[config.mk]
export PLATFORM = sky130hd
export DESIGN_NAME = sar_ring_ctrl
export DESIGN_NICKNAME = d
export VERILOG_FILES = /design/src/rtl/sar_pkg.sv /design/src/rtl/sar_token_ring.sv /design/src/rtl/sar_trial_reg.sv /design/src/rtl/sar_result_reg.sv /design/src/rtl/sar_ring_ctrl.sv
export SDC_FILE = /design/constraint.sdc
export NUM_CORES = 1
export LEC_CHECK = 0
export ABC_AREA = 0
export BUFFER_PORTS_ARGS = -buffer_cell sky130_fd_sc_hd__buf_2
export CORE_MARGIN = 1.5
export CORE_UTILIZATION = 30
export CTS_BUF_LIST = sky130_fd_sc_hd__clkbuf_16
export CTS_CLUSTER_SIZE = 12
export DETAILED_ROUTE_END_ITERATION = 10
export HOLD_SLACK_MARGIN = 0.03
export PLACE_DENSITY = 0.48
export SLEW_MARGIN = 15
export SYNTH_ARGS = -nofsm -noshare
export SYNTH_HDL_FRONTEND = slang
export SYNTH_SLANG_ARGS = --single-unit
[constraint.sdc]
create_clock -name clk -period 1.4 [get_ports clk]
set_clock_uncertainty 0.1 [all_clocks]
set_input_delay 0 -clock clk [delete_from_list [all_inputs] [get_ports clk]]
set_output_delay 0 -clock clk [all_outputs]
set_load 0.01 [all_outputs]
[src/rtl/sar_pkg.sv]
package sar_pkg;

    // Default converter resolution.
    localparam int SAR_BITS_DEF = 8;

    // Ring slots per frame: a clearing slot, one slot per bit, and a store slot.
    function automatic int frame_slots(input int nbits);
        return nbits + 2;
    endfunction

    // Phase of a frame, for naming the ring slots.
    typedef enum logic [1:0] {
        PH_IDLE   = 2'd0,
        PH_CLEAR  = 2'd1,
        PH_DECIDE = 2'd2,
        PH_STORE  = 2'd3
    } sar_phase_e;

endpackage

[src/rtl/sar_token_ring.sv]
module sar_token_ring #(
    parameter int N = sar_pkg::SAR_BITS_DEF
) (
    input  logic                   clk,
    input  logic                   rst,
    input  logic                   start,
    output logic                   accept,
    output logic                   clear_slot,
    output logic [N-1:0]           test_mask,
    output logic                   load_slot,
    output logic                   store_slot,
    output sar_pkg::sar_phase_e    phase
);
    localparam int SLOTS = sar_pkg::frame_slots(N);

    logic [SLOTS-1:0] tok_q;
    logic             idle;

    assign idle   = (tok_q == '0);
    assign accept = start && (idle || tok_q[SLOTS-1]);

    always_ff @(posedge clk) begin
        if (rst) begin
            tok_q <= '0;
        end else if (accept) begin
            tok_q <= {{(SLOTS-1){1'b0}}, 1'b1};
        end else begin
            tok_q <= {tok_q[SLOTS-2:0], 1'b0};
        end
    end

    // Slot 1 tests the MSB, slot N tests the LSB.
    for (genvar j = 0; j < N; j++) begin : g_mask
        assign test_mask[N-1-j] = tok_q[1+j];
    end

    assign clear_slot = tok_q[0];
    assign load_slot  = tok_q[N];
    assign store_slot = tok_q[SLOTS-1];

    always_comb begin
        if (idle)                phase = sar_pkg::PH_IDLE;
        else if (tok_q[0])       phase = sar_pkg::PH_CLEAR;
        else if (tok_q[SLOTS-1]) phase = sar_pkg::PH_STORE;
        else                     phase = sar_pkg::PH_DECIDE;
    end

    // at most one token in the ring
    assert_ring_onehot_R5: assert property (@(posedge clk) disable iff (rst)
        $onehot0(tok_q));

    // the last decision slot is always followed by the store slot
    assert_last_to_store_R5: assert property (@(posedge clk) disable iff (rst)
        load_slot |=> store_slot);

    // a request inside a running frame does not restart it
    assert_busy_start_ignored_R8: assert property (@(posedge clk) disable iff (rst)
        (start && (clear_slot || (|test_mask))) |=> !clear_slot);

    // a request in the store slot opens a new frame at once
    assert_store_restart_R9: assert property (@(posedge clk) disable iff (rst)
        (start && store_slot) |=> clear_slot);
endmodule

[src/rtl/sar_trial_reg.sv]
module sar_trial_reg #(
    parameter int N = sar_pkg::SAR_BITS_DEF
) (
    input  logic         clk,
    input  logic         rst,
    input  logic         clr,
    input  logic         seed,
    input  logic [N-1:0] test_mask,
    input  logic         cmp_hi,
    output logic [N-1:0] code_q,
    output logic [N-1:0] code_d
);
    localparam logic [N-1:0] MIDSCALE = {1'b1, {(N-1){1'b0}}};

    // Extended mask: the clearing slot acts as the "bit above the MSB".
    logic [N:0] ext_mask;
    assign ext_mask = {seed, test_mask};

    for (genvar i = 0; i < N; i++) begin : g_bit
        always_comb begin
            if (clr)                code_d[i] = 1'b0;
            else if (test_mask[i])  code_d[i] = cmp_hi;
            else if (ext_mask[i+1]) code_d[i] = 1'b1;
            else                    code_d[i] = code_q[i];
        end
        always_ff @(posedge clk) begin
            if (rst) code_q[i] <= 1'b0;
            else     code_q[i] <= code_d[i];
        end
    end

    // the clearing slot presents a zero trial code
    assert_clear_zero_R2: assert property (@(posedge clk) disable iff (rst)
        seed |-> (code_q == '0));

    // the first trial after the clearing slot is midscale
    assert_first_midscale_R3: assert property (@(posedge clk) disable iff (rst)
        seed |=> (code_q == MIDSCALE));

    // bits below the bit under test are zero during a trial
    assert_below_zero_R4: assert property (@(posedge clk) disable iff (rst)
        (|test_mask) |-> ((code_q & (test_mask - 1'b1)) == '0));

    // the bit under test is 1 while it is being tried
    assert_trial_bit_set_R4: assert property (@(posedge clk) disable iff (rst)
        (|test_mask) |-> ((code_q & test_mask) == test_mask));
endmodule

[src/rtl/sar_result_reg.sv]
module sar_result_reg #(
    parameter int N = sar_pkg::SAR_BITS_DEF
) (
    input  logic         clk,
    input  logic         rst,
    input  logic         load,
    input  logic [N-1:0] d,
    output logic [N-1:0] q
);
    always_ff @(posedge clk) begin
        if (rst)       q <= '0;
        else if (load) q <= d;
    end

    // the result register holds unless the store slot is being entered
    assert_result_hold_R7: assert property (@(posedge clk) disable iff (rst)
        !load |=> $stable(q));
endmodule

[src/rtl/sar_ring_ctrl.sv]
module sar_ring_ctrl #(
    parameter int N = sar_pkg::SAR_BITS_DEF
) (
    input  logic         clk,
    input  logic         rst,
    input  logic         start,
    input  logic         cmp_hi,
    output logic [N-1:0] dac_code,
    output logic [N-1:0] result,
    output logic         done
);
    logic                accept;
    logic                clear_slot;
    logic [N-1:0]        test_mask;
    logic                load_slot;
    logic                store_slot;
    sar_pkg::sar_phase_e phase;
    logic [N-1:0]        code_q;
    logic [N-1:0]        code_d;

    sar_token_ring #(.N(N)) u_ring (
        .clk        (clk),
        .rst        (rst),
        .start      (start),
        .accept     (accept),
        .clear_slot (clear_slot),
        .test_mask  (test_mask),
        .load_slot  (load_slot),
        .store_slot (store_slot),
        .phase      (phase)
    );

    sar_trial_reg #(.N(N)) u_trial (
        .clk       (clk),
        .rst       (rst),
        .clr       (accept),
        .seed      (clear_slot),
        .test_mask (test_mask),
        .cmp_hi    (cmp_hi),
        .code_q    (code_q),
        .code_d    (code_d)
    );

    sar_result_reg #(.N(N)) u_result (
        .clk  (clk),
        .rst  (rst),
        .load (load_slot),
        .d    (code_d),
        .q    (result)
    );

    assign dac_code = code_q;
    assign done     = (phase == sar_pkg::PH_STORE) && store_slot;

    // in the store cycle the result matches the decided trial code
    assert_done_result_R6: assert property (@(posedge clk) disable iff (rst)
        done |-> (result == dac_code));

    // done never lasts two cycles
    assert_done_single_R5: assert property (@(posedge clk) disable iff (rst)
        done |=> !done);
endmodule

Yosys cells after proc, flatten, opt, wreduce, memory -nomap -nowiden
Index checks and enable logic that the tools add are counted.
Operators by class
  equality and inequality tests: 1
  multiplexer cells: 28
  reductions and logical operators: 5
Operators with widths (number)
  1-bit 2-to-1 mux: 26
  10-bit zero test: 1
  2-bit 2-to-1 mux: 2
  2-bit equality test (second input constant): 1
  1-bit logical AND: 2
  2-bit OR reduction: 1
  1-bit logical OR: 1
Storage, ports and cells
  bits in registers: 26
  input bits: 4
  output and inout port bits: 17

Logic depth before layout (Yosys ltp)
  depth in word-level cells: 5
  mapped depth: 4

Cells and area by module
A second synthesis with hierarchy kept.
Second synthesis, totals
  cells, all modules: 99
  area, all modules: 1024.7 µm²
Modules (own cells, without submodules)
  sar_trial_reg: times used 1, cells an instance 43, area an instance 399.1 µm², seq. area each 160.2 µm²
  sar_token_ring: times used 1, cells an instance 29, area an instance 334.1 µm², seq. area each 200.2 µm²
  sar_result_reg: times used 1, cells an instance 26, area an instance 285.3 µm², seq. area each 160.2 µm²
  sar_ring_ctrl: times used 1, cells an instance 1, area an instance 6.3 µm², seq. area each 0.0 µm²

Worst setup path after synthesis
No wires, ideal clock.
  kind: flip-flop to flip-flop
  from: register u_ring.tok_q[2]
  to: register u_trial.code_q[1]
  library setup time: 0.128 ns
  data arrival time: 1.256 ns
  required time: 1.172 ns
  path slack: -0.085 ns
  stages on the path, launching flop included: 4
  cells stage by stage: dfxtp_1 > or4_4 > o31ai_4 > nor2_1
On the way
  word-level cells in the longest chain between the ends: 4
Ends and longest elaborated chain
  start, declared: line sar_token_ring.sv:16  | logic [SLOTS-1:0] tok_q;
  start signal, assigned: line sar_token_ring.sv:26  | tok_q <= {{(SLOTS-1){1'b0}}, 1'b1};
  start signal, assigned: line sar_token_ring.sv:28  | tok_q <= {tok_q[SLOTS-2:0], 1'b0};
  10-bit zero test: line sar_token_ring.sv:19  | assign idle = (tok_q == '0);
  1-bit logical OR: line sar_token_ring.sv:20  | assign accept = start && (idle || tok_q[SLOTS-1]);
  1-bit logical AND: line sar_token_ring.sv:20
  1-bit 2-to-1 mux: line sar_trial_reg.sv:21  | if (clr) code_d[i] = 1'b0;
  end signal, assigned by index: line sar_trial_reg.sv:28  | else code_q[i] <= code_d[i];
  end, declared: line sar_trial_reg.sv:10  | output logic [N-1:0] code_q,
No other way between the ends.
A chain may end at the register's enable or synchronous reset.

Worst setup path in the final report
  from: register u_ring.tok_q[8]
  to: register u_trial.code_q[0]
On the way
  word-level cells in the longest chain between the ends: 4
  elaborated cells on any way between the ends: 5
  those cells by class: mux (2); reduce/logical (3)
Ends and longest elaborated chain (line)
  10-bit zero test: sar_token_ring.sv:19
  1-bit logical OR: sar_token_ring.sv:20
  1-bit logical AND: sar_token_ring.sv:20
  1-bit 2-to-1 mux *: sar_trial_reg.sv:21
Every way passes the cells marked *; elsewhere a longest branch is shown, timed or not.

==> metrics.md <==
| Metric | Value |
|---|---|
| Outcome | complete, but fails checks |
| Violated checks | setup timing |
| Crit-path max cell delay | between 0.5 and 0.6 ns |
| First-pass iteration count of the detailed router | 4 |
| Final std cells w/o fill | 182 |
| Worst endpoint required time | approximately 1.5 ns |
| Min-Delay Path Class | input pin to flip-flop |
| Port Buffers | 20 |
| RSZ-0062 raised after global routing | true |
| Achievable Freq | 0.652 GHz |
| Sequential share of power | roughly half |
| Post-Syn Nets | ~110 |
| Cells after synthesis | about 100 |
| H-tree lvl count | 1 |
| Chip height | between 50 and 60 um |
| MaxCap Viol Count | 0 |
| Hold depth | 5 |
| Largest net degree at the start of global routing | 20 |
| Pint | 0.00118 W |
| R2r startpoint | u_ring.tok_q[8] |
| WP data arrival | about 1.6 ns |
| Initial drt markers | 4 |
| First-pass GRT wire length | around 3.5 mm |
| Antenna fix cells | 0 |
| FF-to-FF End | u_trial.code_q[0] |
| HP Start | start |
| Syn Area/Cell | 9.44 um^2 |
| GPL Wtd Cong | around 0.69 |
| DP HPWL | between 1 and 1.5 mm |
| CTS Sinks | 26 |
| Leak pwr | between 0.5 and 0.6 nW |
| CTS tree | done |
| Worst path cell trace | or4b_4 -> o31ai_4 -> buf_4 -> a21oi_1 |
| Final wirelength | around 2.1 mm |
| Delay-heaviest family, CP | simple AND/OR/NAND/NOR gates |
| Final nets | 143 |
| Initial Utilization | 31.5% |
| Hold EP | u_trial.code_q[1] |
| Sum Neg Setup Slack | -1.03 ns |
| Maximum clock path buffer count | 2 |
| Final Worst Setup Slack | -0.134 ns |
| Max-slew headroom | ~80% |
| Clk slew on worst S/H paths | about 0.060 ns |
| Yosys reg bits | 26 |
| Worst skew pair latency | approximately 0.26 ns |
| CP max FO | 5 |
| Die area | between 0.003 and 0.004 mm^2 |
| Site Rows | 20 |
| Max Slew Vio Count | 0 |
| Sw power | between 0.0003 and 0.0004 W |
| Area delta synth->final | 36.9% |
| CP max stage cell | or4b_4 |
| DRT antenna net count | 0 |
| Fin. Hold Viols | 0 |
| Placed insts | around 180 |
| Drt wl/cell | between 10 and 15 um |
| # setup viols final | 9 |
| CP Class | flip-flop to flip-flop |
| Worst-Margin Slew | just under 0.3 ns |
| Final global-route overflow total | 0 |
| YS warnings | 0 |
| Final period utilization | 110% |
| Crit end category | flip-flop |
| Sw frac | roughly a fifth |
| Post-DR vias/cell | around 4.5 |
| Register-to-Register Path Depth | 4 |
| Vias in the first global route | roughly 760 |
| Peak supply drop | 362 uV |
| Power share of the combinational group | roughly 7% |
| Core area | around 0.003 mm^2 |
| Synthesized cell area | 953 um^2 |
| Die width | just under 60 um |
| Synth cell types | 18 |
| Buf+Inv Stages, Crit Path | 1 |
| Power share of the clock group | about 43% |
| Area after DPL | approximately 0.0012 mm^2 |
| PD cells | around 1100 mW/mm^2 |
| CTS Buf Count | 3 |
| Vias | 814 |
| Root buffer cell | clkbuf_16 |
| Post-layout min period | 1.53 ns |
| I/O pin total | 21 |
| Final instance area | 0.00131 mm^2 |
| Setup Buffers After CTS | 0 |
| DRC viols | 0 |
| Share of cells above drive strength 1 | between 20% and 30% |
| Sequential share of the synthesized area | 54.6% |
| R2R Setup Slk | -0.13 ns |
| Total GRT Usage | roughly 14% |
| Startpoint Class | flip-flop |
| Initial antenna violation count | 0 |
worst register-to-register path, stage by stage (launching register included):
cell and delay (ns):
dfxtp_1 0.31, or4b_4 0.56, o31ai_4 0.24, buf_4 0.17, a21oi_1 0.04
synth_stat cells:
| library cell | n | area, um^2 |
|---|---|---|
| dfxtp_1 | 26 | 521 |
| nand2b_1 | 14 | 87.6 |
| a21oi_1 | 10 | 50.1 |
| and2_1 | 9 | 56.3 |
| nand2_1 | 9 | 33.8 |
| nand3_1 | 7 | 35.0 |
| nor2_1 | 7 | 26.3 |
| or3_1 | 7 | 43.8 |
| clkbuf_1 | 2 | 7.51 |
| nor2b_1 | 2 | 12.5 |
| a31o_2 | 1 | 8.76 |
| o21bai_1 | 1 | 7.51 |
| o31ai_1 | 1 | 7.51 |
| o31ai_4 | 1 | 21.3 |
| or2_2 | 1 | 6.26 |
| or2b_1 | 1 | 7.51 |
| or4_4 | 1 | 11.3 |
| or4b_1 | 1 | 10.0 |
per-layer routing:
layer	GRT usage [%]	vias to the layer above	share of wire, %
li1	-	416	-
met1	17.3	376	47
met2	21.8	18	47
met3	3.93	4	4.1
met4	8.77	0	1.9
met5	0	-	0
sequential cells by signal (all words and copies together), names as in the netlist:
register and cells:
u_result.q 8, u_ring.tok_q 10, u_trial.code_q 8
power by group through the flow:
stage          Sequential (W)  Clock (W)  Combinational (W)
5_1_grt              0.000756   0.000691           0.000111
3_5_place_dp         0.000771          0          0.0000975
3_3_place_gp         0.000771          0          0.0000971
4_1_cts              0.000754   0.000658           0.000102
6_report             0.000754   0.000632           0.000101
2_1_floorplan        0.000775          0          0.0000503
layout make-up:
cell class | instances | area, um^2
Tap cell | 44 | 55.1
Clock inverter | 1 | 3.75
Multi-Input combinational cell | 73 | 429
Clock buffer | 3 | 75.1
Timing Repair Buffer | 35 | 220
Sequential cell | 26 | 522
Fill cell | 306 | 1720
logic make-up (layout without fill, tap and decap cells):
logic type | count (synthesis) | in the layout | share of synthesized area (%)
buf+inv | 2 | 39 | 0.788
flops | 26 | 26 | 54.6
compound gates | 14 | 14 | 9.97
simple gates | 59 | 59 | 34.6
stage by stage:
stage / hold WS (ns) / setup slack (ns) / power [W] / util (%)
final: 0.134 / -0.134 / 0.00149 / 43.1
after global routing: 0.177 / -0.180 / 0.00156 / 43.1
after CTS: 0.133 / -0.134 / 0.00151 / 43.1
after detailed placement: 0.101 / -0.120 / 0.000869 / 39.5
after global placement: 0.0976 / -0.0873 / 0.000868 / 39.5
after floorplan: -0.0284 / -0.0609 / 0.000825 / -
layout by cell type, fill, tap and decap left out:
cell and n:
dfxtp_2 1, dfxtp_1 25, and2_1 9, nor2b_1 2
a21oi_1 10, a31o_2 1, nand3_1 7, or3_1 7
buf_2 20, dlygate4sd3_1 3, nand2b_1 14, o21bai_1 1
o31ai_1 1, or2b_1 1, buf_4 12, o31ai_4 1
clkbuf_16 3, nor2_1 7, or4b_4 1, clkinv_1 1
or4_4 1, nand2_1 9, or2_2 1
worst max-delay path by stage:
stage                         start                end  slack (ns)  depth (start not counted)
floorplan           u_ring.tok_q[7]  u_trial.code_q[0]       -0.06                          3
global placement    u_ring.tok_q[8]  u_trial.code_q[0]       -0.09                          4
detailed placement  u_ring.tok_q[8]  u_trial.code_q[0]       -0.12                          4
CTS                 u_ring.tok_q[8]  u_trial.code_q[0]       -0.13                          4
global route        u_ring.tok_q[8]  u_trial.code_q[0]       -0.18                          4
finish              u_ring.tok_q[8]  u_trial.code_q[0]       -0.13                          4
timing repair:
action / in CTS / in global routing
resized for setup: 0 / 0
hold endpoints to repair: 3 / 0
setup endpoints to repair: 9 / 9
hold buffers: 3 / 0
Note: power is estimated with default switching activity, not from simulation.
